===== config.mk =====
export PLATFORM = sky130hd
export DESIGN_NAME = nic_irq_unit
export DESIGN_NICKNAME = d
export VERILOG_FILES = /design/src/rtl/nic_irq_pkg.sv /design/src/rtl/irq_rst_sync.sv /design/src/rtl/irq_sticky_bank.sv /design/src/rtl/irq_summary.sv /design/src/rtl/nic_irq_unit.sv
export SDC_FILE = /design/constraint.sdc
export NUM_CORES = 1
export LEC_CHECK = 0
export ABC_CLOCK_PERIOD_IN_PS = 1700
export BUFFER_PORTS_ARGS = -buffer_cell sky130_fd_sc_hd__buf_2
export CAP_MARGIN = 25
export CORE_UTILIZATION = 42
export DETAILED_ROUTE_END_ITERATION = 12
export GPL_TIMING_DRIVEN = 1
export PLACE_DENSITY = 0.82
export SLEW_MARGIN = 20
export SYNTH_ARGS = -nofsm -noshare
export SYNTH_HDL_FRONTEND = slang
export SYNTH_SLANG_ARGS = --single-unit

===== constraint.sdc =====
create_clock -name clk -period 1.7 [get_ports clk]
set_input_delay 0.17 -clock clk [delete_from_list [all_inputs] [get_ports clk]]
set_output_delay 0.17 -clock clk [all_outputs]
set_load 0.01 [all_outputs]

===== src/rtl/nic_irq_pkg.sv =====
package nic_irq_pkg;
  localparam int WORD_W  = 32;
  localparam int FIELD_W = 3;
  localparam int AIS_BIT = 15;
  localparam int NIS_BIT = 16;
  localparam int RXS_LSB = 17;
  localparam int TXS_LSB = RXS_LSB + FIELD_W;
  localparam int ERR_LSB = TXS_LSB + FIELD_W;
  localparam int N_GRP   = 2;

  // sticky event positions
  localparam logic [WORD_W-1:0] EVT_MASK  = 32'h0000_2FEF;
  // completion events feeding the normal summary
  localparam logic [WORD_W-1:0] NORM_MASK = 32'h0000_0045;
  // error / stall events feeding the abnormal summary
  localparam logic [WORD_W-1:0] ABN_MASK  = 32'h0000_23AA;
  // writable enable bits
  localparam logic [WORD_W-1:0] EN_MASK   = EVT_MASK | (32'h1 << AIS_BIT) | (32'h1 << NIS_BIT);
endpackage


===== src/rtl/irq_rst_sync.sv =====
module irq_rst_sync #(
  parameter int STAGES = 2
) (
  input  logic clk,
  input  logic rst_n,
  output logic rst_sync_n
);
  logic [STAGES-1:0] sh_q;
  logic [STAGES-1:0] sh_d;

  always_comb begin
    sh_d = {sh_q[STAGES-2:0], 1'b1};
  end

  always_ff @(posedge clk or negedge rst_n) begin
    if (!rst_n) sh_q <= '0;
    else        sh_q <= sh_d;
  end

  assign rst_sync_n = sh_q[STAGES-1];
endmodule


===== src/rtl/irq_sticky_bank.sv =====
module irq_sticky_bank #(
  parameter int               W    = 32,
  parameter logic [W-1:0]     MASK = '1
) (
  input  logic         clk,
  input  logic         rst_n,
  input  logic [W-1:0] evt,
  input  logic [W-1:0] clr,
  output logic [W-1:0] q
);
  logic [W-1:0] q_r;
  logic [W-1:0] q_d;
  logic         upd;

  // set has priority over clear
  always_comb begin
    q_d = ((q_r & ~clr) | evt) & MASK;
    upd = |((evt | clr) & MASK);
  end

  always_ff @(posedge clk or negedge rst_n) begin
    if (!rst_n)   q_r <= '0;
    else if (upd) q_r <= q_d;
  end

  assign q = q_r;

  for (genvar i = 0; i < W; i++) begin : g_chk
    if (MASK[i]) begin : g_mapped
      p_set_r2: assert property (@(posedge clk) disable iff (!rst_n)
        evt[i] |=> q[i]);
      p_hold_r2: assert property (@(posedge clk) disable iff (!rst_n)
        (q[i] && !clr[i]) |=> q[i]);
      p_w1c_r3: assert property (@(posedge clk) disable iff (!rst_n)
        (clr[i] && !evt[i]) |=> !q[i]);
      p_set_wins_r4: assert property (@(posedge clk) disable iff (!rst_n)
        (clr[i] && evt[i]) |=> q[i]);
    end
  end
endmodule


===== src/rtl/irq_summary.sv =====
module irq_summary
  import nic_irq_pkg::*;
(
  input  logic              clk,
  input  logic              rst_n,
  input  logic [WORD_W-1:0] stat,
  input  logic [WORD_W-1:0] en,
  output logic              nis,
  output logic              ais,
  output logic              irq
);
  localparam logic [WORD_W-1:0] GRP_MASK [N_GRP] = '{NORM_MASK, ABN_MASK};
  localparam int                GRP_EN   [N_GRP] = '{NIS_BIT, AIS_BIT};

  logic [N_GRP-1:0] sum;
  logic [N_GRP-1:0] req;

  for (genvar g = 0; g < N_GRP; g++) begin : g_grp
    assign sum[g] = |(stat & en & GRP_MASK[g]);
    assign req[g] = sum[g] & en[GRP_EN[g]];
  end

  assign nis = sum[0];
  assign ais = sum[1];
  assign irq = |req;

  p_irq_enable_r8: assert property (@(posedge clk) disable iff (!rst_n)
    irq |-> (en[NIS_BIT] || en[AIS_BIT]));
  p_nis_src_r6: assert property (@(posedge clk) disable iff (!rst_n)
    nis |-> (|(stat & NORM_MASK)));
  p_ais_src_r7: assert property (@(posedge clk) disable iff (!rst_n)
    ais |-> (|(stat & ABN_MASK)));
endmodule


===== src/rtl/nic_irq_unit.sv =====
module nic_irq_unit
  import nic_irq_pkg::*;
#(
  parameter int ADDR_W    = 4,
  parameter int STAT_ADDR = 0,
  parameter int EN_ADDR   = 1,
  parameter int SYNC_STG  = 2
) (
  input  logic              clk,
  input  logic              rst_n,
  input  logic [31:0]       evt_pulse,
  input  logic [2:0]        rx_state,
  input  logic [2:0]        tx_state,
  input  logic [2:0]        err_code,
  input  logic              bus_sel,
  input  logic              bus_we,
  input  logic [ADDR_W-1:0] bus_addr,
  input  logic [31:0]       bus_wdata,
  output logic [31:0]       bus_rdata,
  output logic              irq
);
  localparam logic [ADDR_W-1:0] A_STAT = ADDR_W'(STAT_ADDR);
  localparam logic [ADDR_W-1:0] A_EN   = ADDR_W'(EN_ADDR);

  logic              rst_i_n;
  logic              wr_stat;
  logic              wr_en;
  logic [WORD_W-1:0] evt_m;
  logic [WORD_W-1:0] clr_m;
  logic [WORD_W-1:0] stat_q;
  logic [WORD_W-1:0] en_q;
  logic [WORD_W-1:0] en_d;
  logic [WORD_W-1:0] stat_word;
  logic              nis;
  logic              ais;

  irq_rst_sync #(.STAGES(SYNC_STG)) u_rst (
    .clk        (clk),
    .rst_n      (rst_n),
    .rst_sync_n (rst_i_n)
  );

  always_comb begin
    wr_stat = bus_sel && bus_we && (bus_addr == A_STAT);
    wr_en   = bus_sel && bus_we && (bus_addr == A_EN);
    evt_m   = evt_pulse & EVT_MASK;
    clr_m   = wr_stat ? (bus_wdata & EVT_MASK) : '0;
  end

  irq_sticky_bank #(.W(WORD_W), .MASK(EVT_MASK)) u_stat (
    .clk   (clk),
    .rst_n (rst_i_n),
    .evt   (evt_m),
    .clr   (clr_m),
    .q     (stat_q)
  );

  // enable register: next state, then register with clock enable
  always_comb begin
    en_d = bus_wdata & EN_MASK;
  end

  always_ff @(posedge clk or negedge rst_i_n) begin
    if (!rst_i_n)   en_q <= '0;
    else if (wr_en) en_q <= en_d;
  end

  irq_summary u_sum (
    .clk   (clk),
    .rst_n (rst_i_n),
    .stat  (stat_q),
    .en    (en_q),
    .nis   (nis),
    .ais   (ais),
    .irq   (irq)
  );

  always_comb begin
    stat_word = stat_q;
    stat_word[NIS_BIT] = nis;
    stat_word[AIS_BIT] = ais;
    stat_word[RXS_LSB +: FIELD_W] = rx_state;
    stat_word[TXS_LSB +: FIELD_W] = tx_state;
    stat_word[ERR_LSB +: FIELD_W] = err_code;
  end

  always_comb begin
    if (bus_addr == A_STAT)    bus_rdata = stat_word;
    else if (bus_addr == A_EN) bus_rdata = en_q;
    else                       bus_rdata = '0;
  end

  p_en_stable_r5: assert property (@(posedge clk) disable iff (!rst_i_n)
    !wr_en |=> $stable(en_q));
  p_en_load_r5: assert property (@(posedge clk) disable iff (!rst_i_n)
    wr_en |=> (en_q == ($past(bus_wdata) & EN_MASK)));
  p_quiet_irq_r1: assert property (@(posedge clk) disable iff (!rst_i_n)
    (en_q == '0) |-> !irq);
endmodule


-- Word-level counts from Yosys, hierarchy flattened
Index checks and enable logic that the tools add are counted.
- div/mod/pow operators: 0
- shift operators: 0
- $lt $le $gt $ge: 0
- bitwise gates (word level): 7
- equality and inequality tests: 1
- reduce and logical (&&, ||, !) cells: 8
- multipliers: 0
- multiplexer cells: 3
- add/subtract/negate cells: 0
- operators by type and width (kind ; count):
    $mux W32 ; 1
    $and A14 B14 Y14 ; 2
    $or A14 B14 Y14 ; 2
    $mux W17 ; 1
    $mux W14 ; 1
    $not A14 Y14 ; 1
    $reduce_or A12 Y1 ; 1
    $reduce_or A7 Y1 ; 1
    $eq A4 B1 Y1 const B ; 1
    $logic_not A4 Y1 ; 1
    $logic_and A1 B1 Y1 ; 3
    $reduce_or A3 Y1 ; 1
    $and A1 B1 Y1 ; 2
    $reduce_or A2 Y1 ; 1
- bits in read-only memories: 0
- memories: 0
- register bits: 28
- latch bits: 0
- memory bits (writable): 0
- output and inout port bits: 33

-- Longest topological paths before layout
- word-level depth: 6
- mapped depth: 4

-- Modules after synthesis
A second synthesis with hierarchy kept.
- cell total of the unflattened synthesis: 152
- area, all modules: 1607.8 µm²
- modules (own cells, without submodules) (module ; cells an instance ; area an instance (µm²) ; times used):
    nic_irq_unit ; 84 ; 910.9 ; 1
    irq_sticky_bank ; 57 ; 589.3 ; 1
    irq_rst_sync ; 3 ; 53.8 ; 1
    irq_summary ; 8 ; 53.8 ; 1

-- Least setup slack after synthesis
OpenSTA, ideal clock, no wires.
- path kind: reg-to-output
- from: reg en_q[3]
- to: out bus_rdata[15]
- buffers on the path: 0
- data required time: 1530 ps
- setup slack: 506 ps
- arrival: 1024 ps
- cell stages (with the launch flop): 4
- cell sequence: dfrtp_1 a222oi_1 nand3_1 a22o_1
- longest elaborated chain between the ends: 3
- RTL lines (what ; line ; RTL):
    start, declared ; nic_irq_unit.sv:31 ; logic [WORD_W-1:0] en_q;
    start signal, assigned ; nic_irq_unit.sv:65 ; else if (wr_en) en_q <= en_d;
    $and A14 B14 Y14 ; irq_summary.sv:19 ; assign sum[g] = |(stat & en & GRP_MASK[g]);
    $reduce_or A7 Y1 ; irq_summary.sv:19 ;
    $mux W32 ; nic_irq_unit.sv:88 ; if (bus_addr == A_STAT) bus_rdata = stat_word;
    end, declared ; nic_irq_unit.sv:19 ; output logic [31:0] bus_rdata,
Every way passes these cells.

-- Worst setup path after layout
- from: reg en_q[8]
- to: out bus_rdata[15]
Same word-level chain as after synthesis.

==> results.md <==
* Routability cong. at 0.728
* Setup violators final at 3
* Post-synth cell types at 20
* Run status: complete, but fails checks
* Layout cell share with drive strength beyond 1 at 49.3%
* WL/cell at 14.9 um
* Placed wire-length estimate at 2620 um
* Detail Route Antenna Nets at 0
* Layout Nets at 283
* CP endpoint kind: output port
* Post-synth EDFFs at 0
* Combinational Power Share at 21.2%
* Die height at 60.8 um
* Mapped Area at 1450 um^2
* First-pass GRT wire length at 5680 um
* Yosys reg bits at 28
* Overall die area at 3690 um^2
* Relative slew slack at 65.1%
* Commonest cells after routing, fill and taps aside: 66 x buf_2, 28 x dfrtp_1, 15 x a22o_1
* Clock latency on the worst-skew pair at 330 ps
* Final Max Slew Viols at 0
* Num CTS Buffers at 3
* Vias per cell at 5.17
* Final hold slack at 10.5 ps
* Total global-route track usage at 21.0%
* Pleak at 1.02 nW
* Clk pwr share at 28.2%
* FP Rows at 20
* Hold WC Path Type: in -> reg
* Final WS setup at -116 ps
* DR vias at 1267
* DR DRC count at 0
* Final Cell Area at 2000 um^2
* CTS Root Cell: clkbuf_4
* P&R area growth vs syn at 37.8%
* Violated checks: negative setup slack
* Placed Area at 1810 um^2
* Post-Syn Instances at 118
* H-tree levels at 1
* R2R Setup Slk at 780 ps
* Worst Path Required at 1530 ps
* Async SR Flop Fraction at 100%
* Pin count of the biggest net entering global routing at 24
* Die width at 60.8 um
* Register area at 701 um^2
* FMAX at 551 MHz
* Fin crit period at 1820 ps
* Worst ir drop on vdd at 0.578 mV
* Antenna Cells at 0
* Kind of start point of the critical path: flip-flop
* Sw frac at 25.2%
* Final hold vios at 0
* Multi-input gate area at 683 um^2
* Post-CTS sizing at 0
* Worst Skew at 8.73 ps
* Pre-antenna DRT Iters at 4
* Commonest non-fill, non-tap cell in the layout: buf_2
* Total core area at 3150 um^2
* Arr. time, crit path at 1650 ps
* DR iter-0 viols at 38
* Register area share after synthesis at 48.3%
* Mean Syn Cell Area at 12.3 um^2
* Vias in the first global route at 1289
* Reg clk slew, reported paths at 160 ps
* Pwr Density at 787 nW/um^2
* Final period utilization at 107%
* RSZ-0062 raised after global routing: yes
* Initial core utilization at 46.0%
* Total global routing overflow at 0
* CP max FO at 2
* Slew @ Worst Pin at 524 ps
* P_sw at 0.000396 W
* Max cap viols at 0
* CTS tree: built
* Seq pwr share at 50.5%
* Setup CP Type: reg -> out
* Fill cell count at 275
* Io pins at 114
* I/O Buffers at 66
* Clock Path Buffers at 2
* Prevailing post-synth register cell: dfrtp_1
* WL final at 3650 um
* Final core utilization at 63.4%
* Yosys Warn Count at 0
* Internal Pwr Total at 0.00118 W
* CTS Sinks at 28
* Initial antenna violation count at 0
## worst max-delay path, cell delays in order (launching register included)
cell and delay, ps:
dfrtp_1 430, a222oi_1 360, nand3_1 180, a22o_1 210
buf_2 130
## metal layers
metal  GRT usage, %  vias to the layer above  wire length (um)
met4           7.47                        0                29
met5              0                        -                 0
met1           24.4                      611              1480
met3           3.62                        2               274
met2           38.8                       69              1860
li1               -                      585                 -
## area by class of cell
cell class,instances,share of cell area [%]
multi-input combinational,82,34.2
tap,44,2.76
inverter,1,0.188
sequential,28,35.1
clock buffer,3,1.13
clock inverter,1,1.50
timing repair buffer,86,25.2
## metrics by stage
stage,setup slack [ps],setup TNS [ps],power (W),std cells
floorplan,506,0,0.000991,126
global placement,243,0,0.00109,226
detailed placement,226,0,0.00110,226
CTS,-131,-302,0.00157,241
global route,-227,-574,0.00165,245
finish,-116,-245,0.00157,245
## power by group through the flow
stage	clock network (W)	registers (W)	logic, W
final	0.000444	0.000795	0.000334
after global routing	0.000476	0.000803	0.000366
after CTS	0.000453	0.000794	0.000324
after detailed placement	0	0.000806	0.000295
after global placement	0	0.000802	0.000286
after floorplan	0	0.000793	0.000197
## state kept, by name, indices dropped and copies added (netlist names)
| register | flops |
|---|---|
| en_q | 14 |
| u_stat.q | 12 |
| u_rst.sh_q | 2 |
## worst paths after layout
| path | start | to | depth (start not counted) |
|---|---|---|---|
| worst min-delay path | evt_pulse[10] | u_stat.q[10] | 2 |
| max in group asynchronous | u_rst.sh_q[1] | u_stat.q[1] | 1 |
| worst min register to register | u_rst.sh_q[1] | en_q[8] | 0 |
| worst max register to register | en_q[8] | en_q[8] | 2 |
| min in group asynchronous | rst_n | u_rst.sh_q[0] | 2 |
| worst max-delay path | en_q[8] | bus_rdata[15] | 4 |
## synthesized netlist by cell type, types with 2 or more instances
master | number | share of area [%]
dfrtp_1 | 28 | 48
a22o_1 | 15 | 9.1
nand3_1 | 13 | 4.5
a21o_1 | 12 | 6.2
mux2_4 | 10 | 10
and2_1 | 9 | 3.9
buf_4 | 9 | 4.7
mux2_2 | 4 | 3.1
buf_2 | 3 | 1.0
a222oi_1 | 2 | 1.4
a22oi_1 | 2 | 1.0
clkbuf_1 | 2 | 0.52
conb_1 | 2 | 0.52
## timing repair
item                                    in CTS  in global routing
endpoints found under the setup margin       3                  3
buffers inserted                             4                  2
pin swaps                                    4                  0
hold endpoints to repair                     8                  2
hold buffers                                 7                  2
## cells by family after synthesis
logic type	Yosys count	synth area share [%]
muxes	14	13.5
other	2	0.518
buffers and inverters	16	7.25
and+or+nand+nor	27	12.8
AOI/OAI and AO/OA	31	17.7
DFF	28	48.3
Note: power is estimated with default switching activity, not from simulation.
